<file path="src/rtl/adc_rdy_pkg.sv">
package adc_rdy_pkg;
  localparam int WORD_BITS  = 24;
  localparam int BATCH_BITS = 8;

  typedef enum logic [2:0] {
    ST_OFF,
    ST_WAIT,
    ST_LOW,
    ST_HIGH,
    ST_GAP
  } rd_state_t;
endpackage

</file>
<file path="src/rtl/adc_rdy_sync.sv">
module adc_rdy_sync #(
  parameter int STAGES = 2,
  parameter bit RESET_VAL = 1'b1
) (
  input  logic clk,
  input  logic rst,
  input  logic d_i,
  output logic q_o
);
  logic [STAGES-1:0] chain;

  always_ff @(posedge clk) begin
    if (rst) chain <= {STAGES{RESET_VAL}};
    else     chain <= {chain[STAGES-2:0], d_i};
  end

  assign q_o = chain[STAGES-1];
endmodule

</file>
<file path="src/rtl/adc_rdy_timer.sv">
module adc_rdy_timer #(
  parameter int W = 8
) (
  input  logic         clk,
  input  logic         rst,
  input  logic         load_i,
  input  logic [W-1:0] limit_i,
  output logic         expire_o
);
  logic [W-1:0] cnt;
  logic         busy;

  always_ff @(posedge clk) begin
    if (rst) begin
      cnt  <= '0;
      busy <= 1'b0;
    end else if (load_i) begin
      cnt  <= limit_i - 1'b1;
      busy <= 1'b1;
    end else if (busy) begin
      if (cnt == '0) busy <= 1'b0;
      else           cnt  <= cnt - 1'b1;
    end
  end

  assign expire_o = busy && (cnt == '0);
endmodule

</file>
<file path="src/rtl/adc_rdy_shift.sv">
module adc_rdy_shift #(
  parameter int BITS = 24,
  localparam int CW = $clog2(BITS + 1)
) (
  input  logic            clk,
  input  logic            rst,
  input  logic            clr_i,
  input  logic            shift_i,
  input  logic            bit_i,
  output logic [BITS-1:0] data_o,
  output logic [CW-1:0]   count_o
);
  always_ff @(posedge clk) begin
    if (rst || clr_i) begin
      data_o  <= '0;
      count_o <= '0;
    end else if (shift_i) begin
      data_o  <= {data_o[BITS-2:0], bit_i};
      count_o <= count_o + 1'b1;
    end
  end
endmodule

</file>
<file path="src/rtl/adc_rdy_reader.sv">
module adc_rdy_reader
  import adc_rdy_pkg::*;
#(
  parameter int HALF_DIV    = 25,
  parameter int GAP_CYC     = 64,
  parameter int TIMEOUT_CYC = 2000,
  parameter int SYNC_STAGES = 2
) (
  input  logic                 clk,
  input  logic                 rst,
  input  logic                 en_i,
  input  logic                 batch_i,
  input  logic                 twos_i,
  output logic                 cs_n_o,
  output logic                 sclk_o,
  input  logic                 sdo_i,
  output logic [WORD_BITS-1:0] word_o,
  output logic                 valid_o,
  output logic                 timeout_o
);
  localparam int TMAX = (HALF_DIV > GAP_CYC) ? HALF_DIV : GAP_CYC;
  localparam int TW   = $clog2(TMAX + 1);
  localparam int TOW  = $clog2(TIMEOUT_CYC + 1);
  localparam int CW   = $clog2(WORD_BITS + 1);

  rd_state_t            state;
  logic                 sdo_s;
  logic                 armed;
  logic [TOW-1:0]       to_cnt;
  logic                 tmr_load, tmr_gap, tmr_exp;
  logic [TW-1:0]        tmr_limit;
  logic                 sh_clr, sh_shift, start_rd;
  logic [WORD_BITS-1:0] sh_data;
  logic [CW-1:0]        bit_cnt;
  logic                 word_done, batch_edge;

  adc_rdy_sync #(.STAGES(SYNC_STAGES), .RESET_VAL(1'b1)) u_sync (
    .clk(clk), .rst(rst), .d_i(sdo_i), .q_o(sdo_s)
  );

  adc_rdy_timer #(.W(TW)) u_timer (
    .clk(clk), .rst(rst), .load_i(tmr_load), .limit_i(tmr_limit), .expire_o(tmr_exp)
  );

  adc_rdy_shift #(.BITS(WORD_BITS)) u_shift (
    .clk(clk), .rst(rst), .clr_i(sh_clr), .shift_i(sh_shift), .bit_i(sdo_s),
    .data_o(sh_data), .count_o(bit_cnt)
  );

  assign word_done  = (bit_cnt == CW'(WORD_BITS));
  assign batch_edge = batch_i && (bit_cnt != '0) &&
                      ((bit_cnt & CW'(BATCH_BITS - 1)) == '0);
  assign tmr_limit  = tmr_gap ? TW'(GAP_CYC) : TW'(HALF_DIV);

  // Control strobes for the timer and the shift register
  always_comb begin
    tmr_load = 1'b0;
    tmr_gap  = 1'b0;
    sh_clr   = 1'b0;
    sh_shift = 1'b0;
    start_rd = 1'b0;
    if (en_i) begin
      case (state)
        ST_WAIT: if (armed && !sdo_s) begin
          start_rd = 1'b1;
          tmr_load = 1'b1;
          sh_clr   = 1'b1;
        end
        ST_LOW: if (tmr_exp) begin
          tmr_load = 1'b1;
          sh_shift = 1'b1;
        end
        ST_HIGH: if (tmr_exp && !word_done) begin
          tmr_load = 1'b1;
          tmr_gap  = batch_edge;
        end
        ST_GAP: if (tmr_exp) tmr_load = 1'b1;
        default: ;
      endcase
    end
  end

  always_ff @(posedge clk) begin
    if (rst) begin
      state     <= ST_OFF;
      cs_n_o    <= 1'b1;
      sclk_o    <= 1'b1;
      armed     <= 1'b0;
      valid_o   <= 1'b0;
      word_o    <= '0;
      to_cnt    <= '0;
      timeout_o <= 1'b0;
    end else begin
      valid_o   <= 1'b0;
      timeout_o <= 1'b0;
      if (!en_i) begin
        state  <= ST_OFF;
        cs_n_o <= 1'b1;
        sclk_o <= 1'b1;
        armed  <= 1'b0;
        to_cnt <= '0;
      end else begin
        case (state)
          ST_OFF: begin
            cs_n_o <= 1'b0;
            armed  <= 1'b0;
            to_cnt <= '0;
            state  <= ST_WAIT;
          end
          ST_WAIT: begin
            if (sdo_s) armed <= 1'b1;
            if (start_rd) begin
              sclk_o <= 1'b0;
              armed  <= 1'b0;
              to_cnt <= '0;
              state  <= ST_LOW;
            end else if (to_cnt == TOW'(TIMEOUT_CYC - 1)) begin
              to_cnt    <= '0;
              timeout_o <= 1'b1;
            end else begin
              to_cnt <= to_cnt + 1'b1;
            end
          end
          ST_LOW: if (tmr_exp) begin
            sclk_o <= 1'b1;
            state  <= ST_HIGH;
          end
          ST_HIGH: if (tmr_exp) begin
            if (word_done) begin
              valid_o <= 1'b1;
              word_o  <= twos_i ? {~sh_data[WORD_BITS-1], sh_data[WORD_BITS-2:0]}
                                : sh_data;
              state   <= ST_WAIT;
            end else if (batch_edge) begin
              state <= ST_GAP;
            end else begin
              sclk_o <= 1'b0;
              state  <= ST_LOW;
            end
          end
          ST_GAP: if (tmr_exp) begin
            sclk_o <= 1'b0;
            state  <= ST_LOW;
          end
          default: state <= ST_OFF;
        endcase
      end
    end
  end
endmodule

</file>
<file path="config.mk">
export PLATFORM = sky130hd
export DESIGN_NAME = adc_rdy_reader
export DESIGN_NICKNAME = d
export VERILOG_FILES = /design/src/rtl/adc_rdy_pkg.sv /design/src/rtl/adc_rdy_sync.sv /design/src/rtl/adc_rdy_timer.sv /design/src/rtl/adc_rdy_shift.sv /design/src/rtl/adc_rdy_reader.sv
export SDC_FILE = /design/constraint.sdc
export NUM_CORES = 1
export LEC_CHECK = 0
export ABC_AREA = 1
export ABC_CLOCK_PERIOD_IN_PS = 2400
export BUFFER_PORTS_ARGS = -buffer_cell sky130_fd_sc_hd__buf_2
export CAP_MARGIN = 5
export CORE_UTILIZATION = 58
export CTS_CLUSTER_DIAMETER = 30
export DETAILED_ROUTE_END_ITERATION = 8
export PLACE_DENSITY = 0.74
export SLEW_MARGIN = 20
export SYNTH_ARGS = -nofsm -noshare
export SYNTH_HDL_FRONTEND = slang
export SYNTH_SLANG_ARGS = --single-unit
</file>
<file path="constraint.sdc">
create_clock -name clk -period 2.4 [get_ports clk]
set_clock_uncertainty 0.1 [all_clocks]
set_input_delay 0.12 -clock clk [delete_from_list [all_inputs] [get_ports clk]]
set_output_delay 0.12 -clock clk [all_outputs]
set_load 0.05 [all_outputs]
</file>
==> results of run 1 <==
==> cell families after synthesis <==
group           count (synthesis)  synth area share (%)
compound gates                108                  21.2
xor+xnor                        9                  2.26
fa+ha+maj                       4                  1.44
buf+inv                        70                  8.66
flops                          82                  47.1
simple gates                  141                  19.3
==> synth_stat cells (2+ instances only) <==
library cell  instances
dfxtp_1              82
nor2_1               54
inv_1                50
nand2_1              41
a21oi_1              37
o21ai_0              37
a211oi_2             20
nand3_1              10
buf_2                 8
nor3_1                8
a211oi_1              7
nand2_2               6
nand4_1               6
nor2_2                6
xor2_1                6
ha_1                  4
buf_6                 3
clkbuf_1              3
inv_2                 3
xnor2_1               3
nor2_4                2
or2_2                 2
==> layer usage <==
| metal | wire [um] | vias to the layer above | track usage, % |
|---|---|---|---|
| met5 | 0 | - | 0 |
| met1 | 3050 | 1292 | 27.0 |
| met2 | 3060 | 36 | 39.1 |
| met4 | 65 | 0 | 6.91 |
| met3 | 275 | 7 | 7.20 |
| li1 | - | 1443 | - |
==> per-stage QoR <==
stage	utilization (%)	hold slack [ns]	total power (W)	instance area (um2)	cells
floorplan	-	0.124	0.00151	3480	414
finish	70.3	0.0552	0.00250	3960	529
global placement	65.8	0.206	0.00154	3710	508
global route	70.3	0.0716	0.00259	3960	529
CTS	69.7	0.0394	0.00252	3930	526
detailed placement	65.8	0.207	0.00154	3710	508
==> registers in the layout (all words and copies together), names as in the netlist, 2 cells and up <==
name,cells
u_sync.chain,2
u_shift.data_o,24
to_cnt,11
word_o,24
u_shift.count_o,5
state,3
u_timer.cnt,7
==> worst max-delay path, cell delays in order (launching register included) <==
cell	delay (ns)
dfxtp_1	0.36
inv_1	0.08
ha_1	0.21
nand4_1	0.11
buf_4	0.13
nand3_1	0.10
nor2_1	0.12
inv_1	0.09
o21ai_1	0.11
ha_2	0.22
nand2_2	0.06
nor2_2	0.13
nand3_1	0.09
nand3_1	0.09
nand2_1	0.05
==> timing repair <==
| item | in CTS | in global routing |
|---|---|---|
| buffers inserted | 0 | 3 |
| resized for setup | 0 | 3 |
| hold endpoints to repair | 3 | 0 |
| endpoints found under the setup margin | 0 | 3 |
| hold buffers | 3 | 0 |
==> path summary, 6_finish.rpt <==
check	startpoint	to	slack, ns
hold reg to reg	u_sync.chain[0]$_SDFF_PP1_	u_sync.chain[1]$_SDFF_PP1_	0.32
setup / recovery	u_shift.count_o[0]$_SDFFE_PP0P_	u_timer.cnt[6]$_SDFFE_PP0P_	0.24
setup reg to reg	u_shift.count_o[0]$_SDFFE_PP0P_	u_timer.cnt[6]$_SDFFE_PP0P_	0.24
hold / removal	en_i	valid_o$_SDFF_PP0_	0.06
==> power by group <==
part / internal [W] / switching, W
Sequential: 0.00137 / 0.0000108
Clock: 0.000504 / 0.000481
Combinational: 0.0000409 / 0.0000894
==> cell type report <==
class	count	area, um2	share of cell area [%]
Timing Repair Buffer	44	280	7.07
Multi-Input combinational cell	262	1550	39.2
Inverter	54	205	5.18
Sequential cell	82	1640	41.4
Tap cell	72	90.1	2.27
Clock inverter	4	52.6	1.33
Clock buffer	11	141	3.57
==> run summary, run 1 <==
outcome: finished clean
Antenna Violating Nets Remaining: 0
CTS max path bufs: 2
Antenna diodes: 0
WHS Path Cells: 3
post-DP HPWL: 4440 um
fin crit share: 90.2%
Iteration-0 DRC Markers: 87
R2R cell count: 14
Pre-antenna DRT Iters: 4
Initial Util: 61.7%
max cap viols: 0
Yosys reg bits: 82
Post-synth EDFFs: 0
CP arrival: 2.31 ns
via count: 2778
CTS clock-pin slew for the worst setup and hold paths: 0.08 ns
Synth Warn #: 0
number of I/O pins: 34
Overflow after GRT: 0
pwr dens: 630 nW/um2
synthesized area: 3480 um2
wire per inst: 12.2 um
unrepaired setup endpoints after global routing: false
Slew Limit Fails: 0
largest net degree at the start of global routing: 49
CP startpoint kind: register
DR vias/cell: 5.25
most common cell after layout, fill and taps aside: dfxtp_1
Buffers on Ports: 33
Fin. Hold Viols: 0
Mapped Avg Cell Area: 8.41 um2
largest cells by area after synthesis: dfxtp_1 (47%), a211oi_2 (7.2%), nor2_1 (5.8%)
post-route setup TNS: 0 ns
first-pass GRT wire length: 11200 um
# nets final: 463
worst endpoint required time: 2.54 ns
die width: 79.5 um
antenna violations before repair: 0
fill cell count: 466
Fmax achieved: 462 MHz
prevailing post-synth register cell: dfxtp_1
Tightest Hold Check Type: input port to register
H-tree depth: 3
cell taking the most area after synthesis: dfxtp_1
DR DRC count: 0
CTS tree: done
clk root buf: clkbuf_8
setup ws final: 0.236 ns
Unique masters post-synth: 38
die area: 6320 um2
Slew HR: 75.8%
top-area cell type share of the netlist area: 47.1%
Leakage: 1.63 nW
Num CTS Buffers: 9
Worst Setup Path Type: register to register
Clock Latency Late Sink: 0.35 ns
total wire length: 6450 um
clock sinks: 82
crit path time final: 2.16 ns
RD Place Congestion: 0.853
worst slack, placed: 0.0770 ns
Least-Margin Pin Slew: 0.362 ns
Worst setup EP type: register
core area: 5640 um2
Synthesized Nets: 424
Tot GR Track Use: 22.8%
worst-path maximum fanout: 5
Max VDD drop: 531 uV
number of global-route vias before repair: 2639
chip height: 79.5 um
Post-Syn Instances: 414
Area growth syn-to-layout: 13.8%
num rows: 27
leading cell types in the layout, fill and taps excluded: dfxtp_1 (82), nor2_1 (53), inv_1 (50), nand2_1 (41), a21oi_1 (37)
share of cells above drive strength 1: 23.2%
asr flop ratio synth: 0%
sequential area share after synthesis: 47.1%
final setup violation count: 0
Note: power is estimated with default switching activity, not from simulation.
==> inputs of run 2 (changes only) <==
Settings changed: ABC_CLOCK_PERIOD_IN_PS 2400 to not set, CTS_BUF_LIST set to sky130_fd_sc_hd__clkbuf_16.
==> run 2 against run 1 <==
  * Cell count down 0.19%
  * Die area unchanged
  * Via count down 0.47%
  * Sequential share of layout area down 0.83 points
  * Sequential cell count unchanged
  * Combinational power about the same
  * Wire length up 3.6%
  * First-iteration DRC count up 8.0%
  * Highest routed layer unchanged
==> run summary, run 2 (same netlist as run 1, synthesis figures left out) <==
Iteration-0 DRC Markers: 94
Worst Setup Path Type: register to register
fin crit share: 90.3%
crit path cell chain: inv_1, ha_1, nand4_1, buf_4, nand3_1, nor2_1, inv_1, o21ai_1, ha_2, nand2_2, nor2_2, nand3_1, nand3_1, nand2_1
antenna violations before repair: 0
DR DRC count: 0
H-tree depth: 3
total wire length: 6690 um
Initial Util: 61.7%
DR vias/cell: 5.24
final setup violation count: 0
top flop regs: u_shift.data_o (24), word_o (24), to_cnt (11)
worst hold margin: 0.0160 ns
Critical-path top delay cell: dfxtp_1
switching power: 0.000632 W
Placed Area: 3710 um2
multi-input combinational cell area: 1550 um2
Slew Limit Fails: 0
RD Place Congestion: 0.853
most common cell after layout, fill and taps aside: dfxtp_1
leading cell types in the layout, fill and taps excluded: dfxtp_1 (82), nor2_1 (53), inv_1 (51), nand2_1 (41), a21oi_1 (37)
fill cell count: 450
Fin. Hold Viols: 0
Power Internal: 0.00220 W
Antenna Violating Nets Remaining: 0
Worst setup EP type: register
worst slack, placed: 0.0770 ns
Clock Latency Late Sink: 0.34 ns
CP startpoint kind: register
number of global-route vias before repair: 2591
CP arrival: 2.30 ns
via count: 2765
Overflow after GRT: 0
Antenna diodes: 0
delay-heaviest family, CP: simple AND/OR/NAND/NOR gates
clk root buf: clkbuf_16
Final Instance Area: 4050 um2
CTS clock-pin slew for the worst setup and hold paths: 0.06 ns
share of power burned in registers: 48.8%
first-pass GRT wire length: 11400 um
clock sinks: 82
Tot GR Track Use: 23.5%
Clock power frac: 46.6%
outcome: finished clean
number of I/O pins: 34
die width: 79.5 um
share of cells above drive strength 1: 23.0%
chip height: 79.5 um
Area growth syn-to-layout: 16.2%
post-route setup TNS: 0 ns
num rows: 27
Leakage: 1.67 nW
Pre-antenna DRT Iters: 4
WP buf/inv: 3
switching share of power: 22.3%
Max VDD drop: 606 uV
worst-path maximum fanout: 5
cell mode on critical path: nand3_1
Gate power share: 4.6%
CTS tree: done
largest net degree at the start of global routing: 49
Tightest Hold Check Type: input port to register
total power: 0.00284 W
worst endpoint required time: 2.53 ns
setup ws final: 0.233 ns
Slew HR: 74.7%
post-DP HPWL: 4440 um
die area: 6320 um2
CP max stage delay: 0.36 ns
max cap viols: 0
Least-Margin Pin Slew: 0.380 ns
Fmax achieved: 461 MHz
wire per inst: 12.7 um
register area: 1640 um2
core area: 5640 um2
# nets final: 462
Num CTS Buffers: 9
crit path time final: 2.17 ns
CTS max path bufs: 2
pwr dens: 701 nW/um2
Buffers on Ports: 33
## run 2: cell types whose count changed in the layout (fill, tap and decap cells not counted), sizes merged
cell / previous run / this run
clkbuf: 11 / 9
dlygate4sd3: 3 / 2
clkinv: 0 / 1
inv: 54 / 55
## run 2: power by group through the flow
stage	sequential [W]	clock (W)	combinational, W
2_1_floorplan	0.00142	0	0.0000854
3_3_place_gp	0.00141	0	0.000124
3_5_place_dp	0.00141	0	0.000127
4_1_cts	0.00138	0.00135	0.000129
5_1_grt	0.00138	0.00140	0.000144
6_report	0.00138	0.00132	0.000130
## run 2: metrics by stage
| stage | std cells | utilization, % |
|---|---|---|
| 5_1_grt | 528 | 71.7 |
| 3_5_place_dp | 508 | 65.8 |
| 2_1_floorplan | 414 | - |
| 6_report | 528 | 71.7 |
| 3_3_place_gp | 508 | 65.8 |
| 4_1_cts | 525 | 71.2 |
## run 2: path summary, 6_finish.rpt
kind                              startpoint                     endpoint  slack (ns)  cells past startpoint
max reg2reg  u_shift.count_o[0]$_SDFFE_PP0P_  u_timer.cnt[6]$_SDFFE_PP0P_        0.23                     14
min reg2reg       u_sync.chain[0]$_SDFF_PP1_   u_sync.chain[1]$_SDFF_PP1_        0.32                      1
min                                      rst           valid_o$_SDFF_PP0_        0.02                      2
max          u_shift.count_o[0]$_SDFFE_PP0P_  u_timer.cnt[6]$_SDFFE_PP0P_        0.23                     14
## run 2: layer usage
layer	track usage, %	vias to the layer above	routed length (um)
met1	28.1	1279	3150
met2	39.3	33	3180
li1	-	1446	-
met5	0	-	0
met4	7.09	0	80
met3	8.11	7	274
## run 2: timing repair
action                                  4_1_cts  5_1_grt
gates resized for setup                       0        3
hold buffers                                  2        0
buffers inserted                              0        3
endpoints found under the setup margin        0        3
hold endpoints to repair                      2        0
## run 2: final cells by class
type                    count  share of cell area (%)
well taps                  72                    2.23
multi-input cells         262                    38.4
flip-flops and latches     82                    40.6
clock buffers               9                    5.57
clock inverters             6                    1.48
repair buffers             43                    6.68
inverters                  54                    5.07
==> inputs of run 3 (changes only) <==
Settings changed: ABC_AREA 1 to not set.
==> run 3 against run 2 <==
  * Sequential share of layout area fell by 1.1 points
  * Hold slack improved by 0.11 ns
  * Clock power decreased by 4%
  * Synthesized cell count is 1.7% higher
  * Highest routed layer unchanged
  * Area after synthesis shrank 1.6%
  * Sequential cell count unchanged
  * Combinational power decreased by 35%
  * Largest cell class is now multi-input combinational cells
  * Worst setup slack lost 0.23 ns
==> run summary, run 3 <==
number of global-route vias before repair: 2719
fin crit share: 99.7%
Worst R2R End: u_timer.cnt[6]$_SDFFE_PP0P_
Tot GR Track Use: 25.6%
final setup violation count: 0
Buffers on Ports: 33
CP Capture Point: u_timer.cnt[6]$_SDFFE_PP0P_
max cap viols: 0
Yosys reg bits: 82
Post-synth EDFFs: 0
total wire length: 7390 um
prevailing post-synth register cell: dfxtp_1
number of I/O pins: 34
sequential area share after synthesis: 47.9%
Fin. Hold Viols: 0
Unique masters post-synth: 55
largest net degree at the start of global routing: 39
Leakage: 1.55 nW
Gate power share: 3.1%
fill cell count: 439
synthesized area: 3430 um2
share of power burned in registers: 50.3%
clock sinks: 82
CP startpoint: u_shift.count_o[1]$_SDFFE_PP0P_
core area: 5610 um2
worst-path maximum fanout: 3
Clock power frac: 46.6%
post-DP HPWL: 4770 um
Synth Warn #: 0
die area: 6220 um2
Antenna diodes: 0
post-route setup TNS: 0 ns
largest cells by area after synthesis: dfxtp_1 (48%), nand2_1 (13%), a21oi_1 (8.3%)
most common cell after layout, fill and taps aside: nand2_1
Num CTS Buffers: 9
top flop regs: u_shift.data_o (24), word_o (24), to_cnt (11)
Iteration-0 DRC Markers: 182
most frequent cells after synthesis: nand2_1 (119), dfxtp_1 (82), a21oi_1 (57)
worst endpoint required time: 2.53 ns
DR vias/cell: 5.42
unrepaired setup endpoints after global routing: true
top-area cell type share of the netlist area: 47.9%
Synthesized Nets: 431
Power Internal: 0.00211 W
switching power: 0.000625 W
CP arrival: 2.53 ns
Initial Util: 61.1%
Fmax achieved: 418 MHz
Max VDD drop: 417 uV
Tightest Hold Check Type: input port to register
Area growth syn-to-layout: 21.7%
Overflow after GRT: 0
cell taking the most area after synthesis: dfxtp_1
clk root buf: clkbuf_16
crit path time final: 2.39 ns
CP startpoint kind: register
reg2reg setup slack: 0.006 ns
via count: 2992
pwr dens: 655 nW/um2
Post-Syn Instances: 421
Pre-antenna DRT Iters: 4
Slew HR: 51.3%
worst hold margin: 0.125 ns
CTS tree: done
first-pass GRT wire length: 12400 um
multi-input combinational cell area: 1690 um2
Antenna Violating Nets Remaining: 0
Placed Area: 3860 um2
RD Place Congestion: 0.896
Clock Latency Late Sink: 0.33 ns
leading cell types in the layout, fill and taps excluded: nand2_1 (118), dfxtp_1 (77), a21oi_1 (57), buf_2 (33), buf_4 (33)
Slew Limit Fails: 0
switching share of power: 22.9%
Least-Margin Pin Slew: 0.731 ns
count leader, synth: nand2_1
asr flop ratio synth: 0%
Core Util, Final: 74.4%
chip height: 78.9 um
num rows: 27
share of cells above drive strength 1: 22.9%
H-tree depth: 3
CTS max path bufs: 2
Mapped Avg Cell Area: 8.14 um2
CTS clock-pin slew for the worst setup and hold paths: 0.06 ns
RR Startpoint: u_shift.count_o[1]$_SDFFE_PP0P_
antenna violations before repair: 0
Worst setup EP type: register
R2R cell count: 10
Worst Setup Path Type: register to register
Final Instance Area: 4170 um2
# nets final: 485
DR DRC count: 0
register area: 1650 um2
wire per inst: 13.4 um
total power: 0.00273 W
outcome: finished clean
die width: 78.9 um
-- run 3: cell count changes after synthesis, sizes merged, moves of 6 or more --
cell | before | now
a211oi | 27 | 4
xnor2 | 3 | 9
a21oi | 37 | 57
o21ai | 38 | 5
nor2 | 62 | 30
clkbuf | 3 | 15
inv | 54 | 7
nand2 | 48 | 119
-- run 3: kinds of logic after synthesis --
| family | share of synthesized area (%) |
|---|---|
| simple gates | 26.7 |
| xor+xnor | 4.35 |
| compound gates | 15.2 |
| flops | 47.9 |
| buf+inv | 4.09 |
| fa+ha+maj | 1.75 |
-- run 3: worst min-delay path by stage --
| stage | from | to | slack, ns | cells past startpoint |
|---|---|---|---|---|
| after floorplan | sdo_i | u_sync.chain[0]$_SDFF_PP1_ | 0.12 | 1 |
| after global placement | sdo_i | u_sync.chain[0]$_SDFF_PP1_ | 0.20 | 2 |
| after detailed placement | sdo_i | u_sync.chain[0]$_SDFF_PP1_ | 0.21 | 2 |
| after CTS | en_i | cs_n_o$_SDFFE_PP1P_ | 0.12 | 4 |
| after global routing | en_i | cs_n_o$_SDFFE_PP1P_ | 0.15 | 4 |
| final | en_i | cs_n_o$_SDFFE_PP1P_ | 0.12 | 4 |
-- run 3: worst max-delay path: stages, from the launching register on --
cell and delay [ns]:
dfxtp_2 0.33, inv_2 0.04, ha_2 0.16, and3b_2 0.21, a41o_1 0.23, a221o_1 0.30
nand2_2 0.09, ha_4 0.16, nand2b_4 0.06, or4_4 0.42, a311oi_2 0.21
-- run 3: through the flow --
step	worst slack (ns)	std cells
5_1_grt	-0.0590	552
2_1_floorplan	-0.0285	421
4_1_cts	0.00298	552
3_5_place_dp	0.00792	533
6_report	0.00624	552
3_3_place_gp	0.0420	533
-- run 3: routing by layer --
| layer | up-vias | share of wire (%) | GRT usage [%] |
|---|---|---|---|
| li1 | 1529 | - | - |
| met1 | 1401 | 48 | 32.3 |
| met2 | 50 | 47 | 42.0 |
| met3 | 12 | 3.0 | 5.86 |
| met4 | 0 | 1.6 | 11.1 |
| met5 | - | 0 | 0 |
-- run 3: repair_timing --
action	4_1_cts	5_1_grt
hold buffers	2	0
pin swaps	4	2
endpoints found under the hold margin	2	0
buffers inserted	1	0
endpoints found under the setup margin	1	2
gates resized for setup	3	0
-- run 3: layout make-up --
type,count,share of cell area (%)
sequential,82,39.5
multi-input combinational,307,40.6
clock inverter,7,1.29
timing repair buffer,68,10.4
clock buffer,9,5.40
inverter,7,0.630
tap,72,2.16
-- run 3: power by group through the flow --
stage	Combinational, W	Sequential, W	Clock (W)
after global placement	0.0000810	0.00140	0
final	0.0000841	0.00137	0.00127
after floorplan	0.0000487	0.00141	0
after CTS	0.0000843	0.00137	0.00129
after detailed placement	0.0000815	0.00140	0
after global routing	0.0000923	0.00137	0.00135
